===== src/rtl/pcc_pkg.sv =====
package pcc_pkg;
  localparam int SEL_W    = 10;
  localparam int NUM_SEL  = 4;
  localparam int OP_W     = 5;
  localparam int NUM_OP   = 3;
  localparam int INH_W    = 5;
  localparam int SEL_LSB  = 0;
  localparam int OP_LSB   = 40;
  localparam int RSV_LSB  = 55;
  localparam int INH_LSB  = 58;
  localparam int OVF_BIT  = 63;
  localparam int CFG_W    = 64;

  typedef enum logic [OP_W-1:0] {
    OP_OR  = 5'd0,
    OP_AND = 5'd1,
    OP_XOR = 5'd2,
    OP_ADD = 5'd4
  } comb_op_e;

  // inhibit vector index inside the 5-bit field (bit 0 = cfg bit 58)
  localparam int IDX_VU = 0;
  localparam int IDX_VS = 1;
  localparam int IDX_U  = 2;
  localparam int IDX_S  = 3;
  localparam int IDX_M  = 4;

  localparam logic [2:0] MODE_U  = 3'd0;
  localparam logic [2:0] MODE_S  = 3'd1;
  localparam logic [2:0] MODE_M  = 3'd3;
  localparam logic [2:0] MODE_VU = 3'd4;
  localparam logic [2:0] MODE_VS = 3'd5;

  function automatic logic op_legal(input logic [OP_W-1:0] code);
    return (code == OP_OR) || (code == OP_AND) || (code == OP_XOR) || (code == OP_ADD);
  endfunction
endpackage


===== src/rtl/pcc_event_select.sv =====
module pcc_event_select
  import pcc_pkg::*;
#(
  parameter int NUM_EVENTS = 16,
  parameter int EVT_W      = 8
) (
  input  logic [NUM_EVENTS*EVT_W-1:0] evt_in,
  input  logic [NUM_SEL*SEL_W-1:0]    sel_flat,
  output logic [NUM_SEL*EVT_W-1:0]    pick_flat
);
  for (genvar g = 0; g < NUM_SEL; g++) begin : g_sel
    logic [SEL_W-1:0] sel;
    logic [EVT_W-1:0] pick;
    assign sel = sel_flat[g*SEL_W +: SEL_W];
    always_comb begin
      pick = '0;
      for (int j = 0; j < NUM_EVENTS; j++) begin
        if (sel == SEL_W'(j)) pick = evt_in[j*EVT_W +: EVT_W];
      end
    end
    assign pick_flat[g*EVT_W +: EVT_W] = pick;
  end
endmodule


===== src/rtl/pcc_op.sv =====
module pcc_op
  import pcc_pkg::*;
#(
  parameter int W = 10
) (
  input  logic [OP_W-1:0] op,
  input  logic [W-1:0]    a,
  input  logic [W-1:0]    b,
  output logic [W-1:0]    y
);
  always_comb begin
    case (op)
      OP_AND:  y = a & b;
      OP_XOR:  y = a ^ b;
      OP_ADD:  y = a + b;
      default: y = a | b;
    endcase
  end
endmodule


===== src/rtl/pcc_combine.sv =====
module pcc_combine
  import pcc_pkg::*;
#(
  parameter int EVT_W = 8,
  parameter int INC_W = EVT_W + 2
) (
  input  logic [NUM_SEL*EVT_W-1:0] pick_flat,
  input  logic [NUM_OP*OP_W-1:0]   op_flat,
  output logic [INC_W-1:0]         inc
);
  logic [INC_W-1:0] pair [2];

  for (genvar p = 0; p < 2; p++) begin : g_pair
    pcc_op #(.W(INC_W)) u_op (
      .op (op_flat[p*OP_W +: OP_W]),
      .a  (INC_W'(pick_flat[(2*p)*EVT_W +: EVT_W])),
      .b  (INC_W'(pick_flat[(2*p+1)*EVT_W +: EVT_W])),
      .y  (pair[p])
    );
  end

  pcc_op #(.W(INC_W)) u_final (
    .op (op_flat[2*OP_W +: OP_W]),
    .a  (pair[0]),
    .b  (pair[1]),
    .y  (inc)
  );
endmodule


===== src/rtl/pcc_cfg_reg.sv =====
module pcc_cfg_reg
  import pcc_pkg::*;
(
  input  logic                    clk,
  input  logic                    rst,
  input  logic                    we,
  input  logic [CFG_W-1:0]        wdata,
  input  logic                    hw_ovf,
  output logic [NUM_SEL*SEL_W-1:0] sel_flat,
  output logic [NUM_OP*OP_W-1:0]  op_flat,
  output logic [INH_W-1:0]        inh,
  output logic [CFG_W-1:0]        cfg_q
);
  logic ovf_q;
  logic unused_rsvd;
  assign unused_rsvd = ^wdata[RSV_LSB +: 3];

  always_ff @(posedge clk) begin
    if (rst) begin
      sel_flat <= '0;
      inh      <= '0;
    end else if (we) begin
      sel_flat <= wdata[SEL_LSB +: NUM_SEL*SEL_W];
      inh      <= wdata[INH_LSB +: INH_W];
    end
  end

  for (genvar k = 0; k < NUM_OP; k++) begin : g_op
    logic [OP_W-1:0] op_new;
    assign op_new = wdata[OP_LSB + k*OP_W +: OP_W];
    always_ff @(posedge clk) begin
      if (rst) op_flat[k*OP_W +: OP_W] <= OP_OR;
      else if (we && op_legal(op_new)) op_flat[k*OP_W +: OP_W] <= op_new;
    end
  end

  always_ff @(posedge clk) begin
    if (rst)         ovf_q <= 1'b0;
    else if (we)     ovf_q <= wdata[OVF_BIT];
    else if (hw_ovf) ovf_q <= 1'b1;
  end

  assign cfg_q = {ovf_q, inh, 3'b000, op_flat, sel_flat};
endmodule


===== src/rtl/pcc_counter.sv =====
module pcc_counter #(
  parameter int CNT_W = 64,
  parameter int INC_W = 10
) (
  input  logic             clk,
  input  logic             rst,
  input  logic             we,
  input  logic [CNT_W-1:0] wdata,
  input  logic             count_en,
  input  logic [INC_W-1:0] inc,
  output logic [CNT_W-1:0] cnt_q,
  output logic             carry
);
  localparam int EXT_W = CNT_W + 1;
  logic [EXT_W-1:0] sum;

  assign sum   = {1'b0, cnt_q} + EXT_W'(inc);
  assign carry = sum[CNT_W];

  always_ff @(posedge clk) begin
    if (rst)           cnt_q <= '0;
    else if (we)       cnt_q <= wdata;
    else if (count_en) cnt_q <= sum[CNT_W-1:0];
  end
endmodule


===== src/rtl/perf_combine_counter.sv =====
module perf_combine_counter
  import pcc_pkg::*;
#(
  parameter int NUM_EVENTS = 16,
  parameter int EVT_W      = 8,
  parameter int CNT_W      = 64
) (
  input  logic                        clk,
  input  logic                        rst,
  input  logic [NUM_EVENTS*EVT_W-1:0] evt_in,
  input  logic                        global_en,
  input  logic                        cnt_inhibit,
  input  logic [2:0]                  cur_mode,
  input  logic                        cfg_we,
  input  logic [CFG_W-1:0]            cfg_wdata,
  input  logic                        cnt_we,
  input  logic [CNT_W-1:0]            cnt_wdata,
  output logic [CFG_W-1:0]            cfg_q,
  output logic [CNT_W-1:0]            cnt_q
);
  localparam int INC_W = EVT_W + 2;

  logic [NUM_SEL*SEL_W-1:0] sel_flat;
  logic [NUM_OP*OP_W-1:0]   op_flat;
  logic [INH_W-1:0]         inh;
  logic [NUM_SEL*EVT_W-1:0] pick_flat;
  logic [INC_W-1:0]         inc;
  logic                     mode_blocked;
  logic                     count_en;
  logic                     carry;
  logic                     hw_ovf;

  pcc_cfg_reg u_cfg (
    .clk      (clk),
    .rst      (rst),
    .we       (cfg_we),
    .wdata    (cfg_wdata),
    .hw_ovf   (hw_ovf),
    .sel_flat (sel_flat),
    .op_flat  (op_flat),
    .inh      (inh),
    .cfg_q    (cfg_q)
  );

  pcc_event_select #(.NUM_EVENTS(NUM_EVENTS), .EVT_W(EVT_W)) u_sel (
    .evt_in    (evt_in),
    .sel_flat  (sel_flat),
    .pick_flat (pick_flat)
  );

  pcc_combine #(.EVT_W(EVT_W), .INC_W(INC_W)) u_comb (
    .pick_flat (pick_flat),
    .op_flat   (op_flat),
    .inc       (inc)
  );

  always_comb begin
    case (cur_mode)
      MODE_U:  mode_blocked = inh[IDX_U];
      MODE_S:  mode_blocked = inh[IDX_S];
      MODE_M:  mode_blocked = inh[IDX_M];
      MODE_VU: mode_blocked = inh[IDX_VU];
      MODE_VS: mode_blocked = inh[IDX_VS];
      default: mode_blocked = 1'b0;
    endcase
  end

  assign count_en = global_en && !cnt_inhibit && !mode_blocked && (inc != '0);
  assign hw_ovf   = count_en && !cnt_we && carry;

  pcc_counter #(.CNT_W(CNT_W), .INC_W(INC_W)) u_cnt (
    .clk      (clk),
    .rst      (rst),
    .we       (cnt_we),
    .wdata    (cnt_wdata),
    .count_en (count_en),
    .inc      (inc),
    .cnt_q    (cnt_q),
    .carry    (carry)
  );
endmodule


===== config.mk =====
export PLATFORM = sky130hd
export DESIGN_NAME = perf_combine_counter
export DESIGN_NICKNAME = d
export VERILOG_FILES = /design/src/rtl/pcc_pkg.sv /design/src/rtl/pcc_event_select.sv /design/src/rtl/pcc_op.sv /design/src/rtl/pcc_combine.sv /design/src/rtl/pcc_cfg_reg.sv /design/src/rtl/pcc_counter.sv /design/src/rtl/perf_combine_counter.sv
export SDC_FILE = /design/constraint.sdc
export NUM_CORES = 1
export LEC_CHECK = 0
export CAP_MARGIN = 30
export CELL_PAD_IN_SITES_DETAIL_PLACEMENT = 0
export CELL_PAD_IN_SITES_GLOBAL_PLACEMENT = 1
export CORE_MARGIN = 2
export CORE_UTILIZATION = 33
export DETAILED_ROUTE_END_ITERATION = 6
export GPL_TIMING_DRIVEN = 1
export HOLD_SLACK_MARGIN = 0.05
export PLACE_DENSITY_LB_ADDON = 0.25
export SETUP_SLACK_MARGIN = 0.2
export SKIP_LAST_GASP = 1
export SLEW_MARGIN = 20
export SYNTH_ARGS = -nofsm -noshare
export SYNTH_HDL_FRONTEND = slang
export SYNTH_HIERARCHICAL = 1
export SYNTH_SLANG_ARGS = --single-unit

===== constraint.sdc =====
create_clock -name clk -period 9.9 [get_ports clk]
set_input_delay 1.98 -clock clk [delete_from_list [all_inputs] [get_ports clk]]
set_output_delay 1.98 -clock clk [all_outputs]
set_load 0.01 [all_outputs]

==> results_dict.tcl, run 1 <==
set metrics [dict create \
    total_power_mw 2.24 \
    cts_htree_levels 4 \
    grt_pass1_vias 17000 \
    synth.area.top_cells "dfxtp_1, mux2i_1, ha_1" \
    synth.top_cell.area_share_pct 16.0 \
    die_h_um 222 \
    dieArea_sq_mm 0.0492 \
    crit_fanout 12 \
    ioPinCount 393 \
    swShare_pct 39.4 \
    start_util_pct 33.5 \
    yosys.area.top_type "dfxtp_1" \
    synth-edff-count 0 \
    worstMarginPinSlew_ps 999 \
    power.leakage_nw 7.23 \
    clock_skew_ps 12.9 \
    ir_drop_v 0.000108 \
    layout_common_cells "clkdlybuf4s50_1, nor2_1, mux2i_1" \
    ys_ff_latch 125 \
    dp_hpwl_um 55800 \
    slew_viol_final 0 \
    drive_gt1_share_pct 10.2 \
    coreArea_sq_mm 0.0467 \
    final_common_cell "clkdlybuf4s50_1" \
    ys_warn_count 6 \
    syn-cell-area_sq_mm 0.0156 \
    overflow 0 \
    tritoncts "done" \
    gp_congestion 1.01 \
    cts_hold_buf 0 \
    clk_latency_ps 470 \
    hold_path.class "flip-flop to flip-flop" \
    sequentialPowerShare_pct 26.8 \
    fin_nets 2610 \
    end_kind "flip-flop" \
    cp-start-kind "input port" \
    yosysSeqAreaShare_pct 16.0 \
    status "finished, violations left" \
    p_int_mw 1.36 \
    period_share_pct 92.0 \
    grt_pass1_wl_um 107000 \
    avgSynthCellArea_sq_um 7.85 \
    grtUsageTotal_pct 28.4 \
    diodes 0 \
    synthCells 1994 \
    period_needed_ps 9110 \
    wl_per_cell_um 25.0 \
    timing.fmax_mhz 110 \
    violations "design-rule violations" \
    root_buffer "clkbuf_16" \
    io_buffer_count 386 \
    p_per_area_mw_per_mm2 111 \
    cts_buffers 17 \
    drt_iter0_drc 1982 \
    route.vias.total 17600 \
    first_pass_iters 7 \
    clkSinkCount 125 \
    num_rows 79 \
    via_per_inst 6.10 \
    cts_buffer_depth 2 \
    crit_type "input port to flip-flop" \
    cp.arrival_ps 9470 \
    async_reset_ff_share_pct 0 \
    p_comb_share_pct 45.1 \
    cts_resized 0 \
    dieWidth_um 222 \
    cp.required_ps 10260 \
    setup_viol 0 \
    switchingPower_uw 883 \
    critPathMaxStageDelay_ps 500 \
    areaGrowthSynthToFinish_pct 28.9 \
    maxSlewHeadroom_pct 33.4 \
    clk_pin_slew_ps 60 \
    postCtsSetupBuffers 0 \
    synthFlopType "dfxtp_1" \
    ant_nets 0 \
    cpMaxStageDelayCell "clkdlybuf4s50_1" \
    final_util_pct 43.2 \
    drc_errors 18 \
    nFillCells 4743 \
    grt_max_degree 98 \
    rsz0062_at_grt "no" \
    setup-tns-final_ps 0 \
    antenna_found_initial 8 \
    wl_um 72200 \
    clockPowerShare_pct 28.2 \
    max_cap_viol_count 0 \
    synth_cell_types 107 \
    path_common_cell "buf_4" \
    hold_viol 0 \
]
final timing paths:
check / start / endpoint / slack [ps] / depth (start not counted)
worst min-delay path: u_cfg/sel_flat[29] / u_cfg/sel_flat[29] / 520 / 2
worst max-delay path: evt_in[56] / u_cnt/cnt_q[60] / 790 / 29
worst max register to register: u_cfg/sel_flat[21] / u_cnt/cnt_q[60] / 1500 / 29
worst min register to register: u_cfg/sel_flat[29] / u_cfg/sel_flat[29] / 520 / 2
layer usage:
| layer | wire length [um] | part of all wire (%) | track usage (%) |
|---|---|---|---|
| met3 | 7160 | 9.9 | 9.10 |
| met4 | 2090 | 2.9 | 8.76 |
| met2 | 32600 | 45 | 45.2 |
| met5 | 111 | 0.15 | 0 |
| met1 | 30300 | 42 | 36.5 |
flip-flops by register name, summed over array words and instances, names as in the netlist:
signal / count
u_cfg/ovf_q: 1
u_cfg/sel_flat: 40
u_cfg/inh: 5
u_cfg/cfg_q: 15
u_cnt/cnt_q: 64
cells by family after synthesis:
kind of cell	share of synthesized area, %
buf+inv	10.5
compound gates	28.1
xor+xnor	1.46
simple gates	23.1
flops	16.0
mux	14.7
other cells	0.0480
fa+ha+maj	6.11
layout make-up:
cell class	count	area, sq um	share of cell area (%)
clock inverter	11	118	0.583
inverter	117	439	2.18
multi-input combinational	1565	11600	57.3
sequential	125	2510	12.4
timing repair buffer	445	4330	21.5
tap	607	759	3.77
clock buffer	21	450	2.23
power groups by stage:
stage / registers (mW) / clock network, mW / logic, mW
final: 0.599 / 0.631 / 1.01
after global routing: 0.606 / 0.669 / 1.09
after floorplan: 0.587 / 0 / 0.592
after CTS: 0.599 / 0.652 / 0.988
after detailed placement: 0.609 / 0 / 0.982
after global placement: 0.610 / 0 / 0.974
stage by stage:
step	instances	worst slack, ps	instance area (sq um)	hold WS (ps)
6_report	2891	792	20200	524
5_1_grt	2891	447	20200	547
4_1_cts	2887	823	20100	526
3_5_place_dp	2855	314	19600	511
3_3_place_gp	2854	472	19500	506
2_1_floorplan	2011	1920	15700	512
worst max-delay path, delay by kind of cell:
family / cells / cell delay, ps
AO/OA/AOI/OAI: 10 / 2340
adder cells (fa/ha/maj): 3 / 860
buffers and inverters: 6 / 1210
multiplexers: 2 / 860
AND/OR/NAND/NOR: 8 / 2200
synth_stat cells, types with 15 or more instances:
master and n:
buf_4 77, o221ai_1 17, nand3_1 53, nor3_1 49, xnor2_1 24, and4_1 18, o21a_1 27, mux4_2 26
a21oi_1 124, clkbuf_1 67, nand2_1 75, mux2_2 39, nand2b_1 22, inv_1 116, nor3b_1 15, o211ai_1 16
o31ai_1 17, a2111oi_0 15, a311oi_1 22, nor2_1 203, mux2i_1 127, a21o_1 15, a31oi_1 18, nand4_1 26
dfxtp_1 125, ha_1 70, nor2b_1 28, o22ai_1 36, o21ai_0 87, buf_2 47, a211oi_1 54
No activity file was read; power rests on OpenSTA's default activity.
==> inputs of run 2 (changes only) <==
CTS_CLUSTER_DIAMETER = 80   (was not set)
==> results of run 2 <==
Final layout, timing and power as in run 1 (identical DEF).
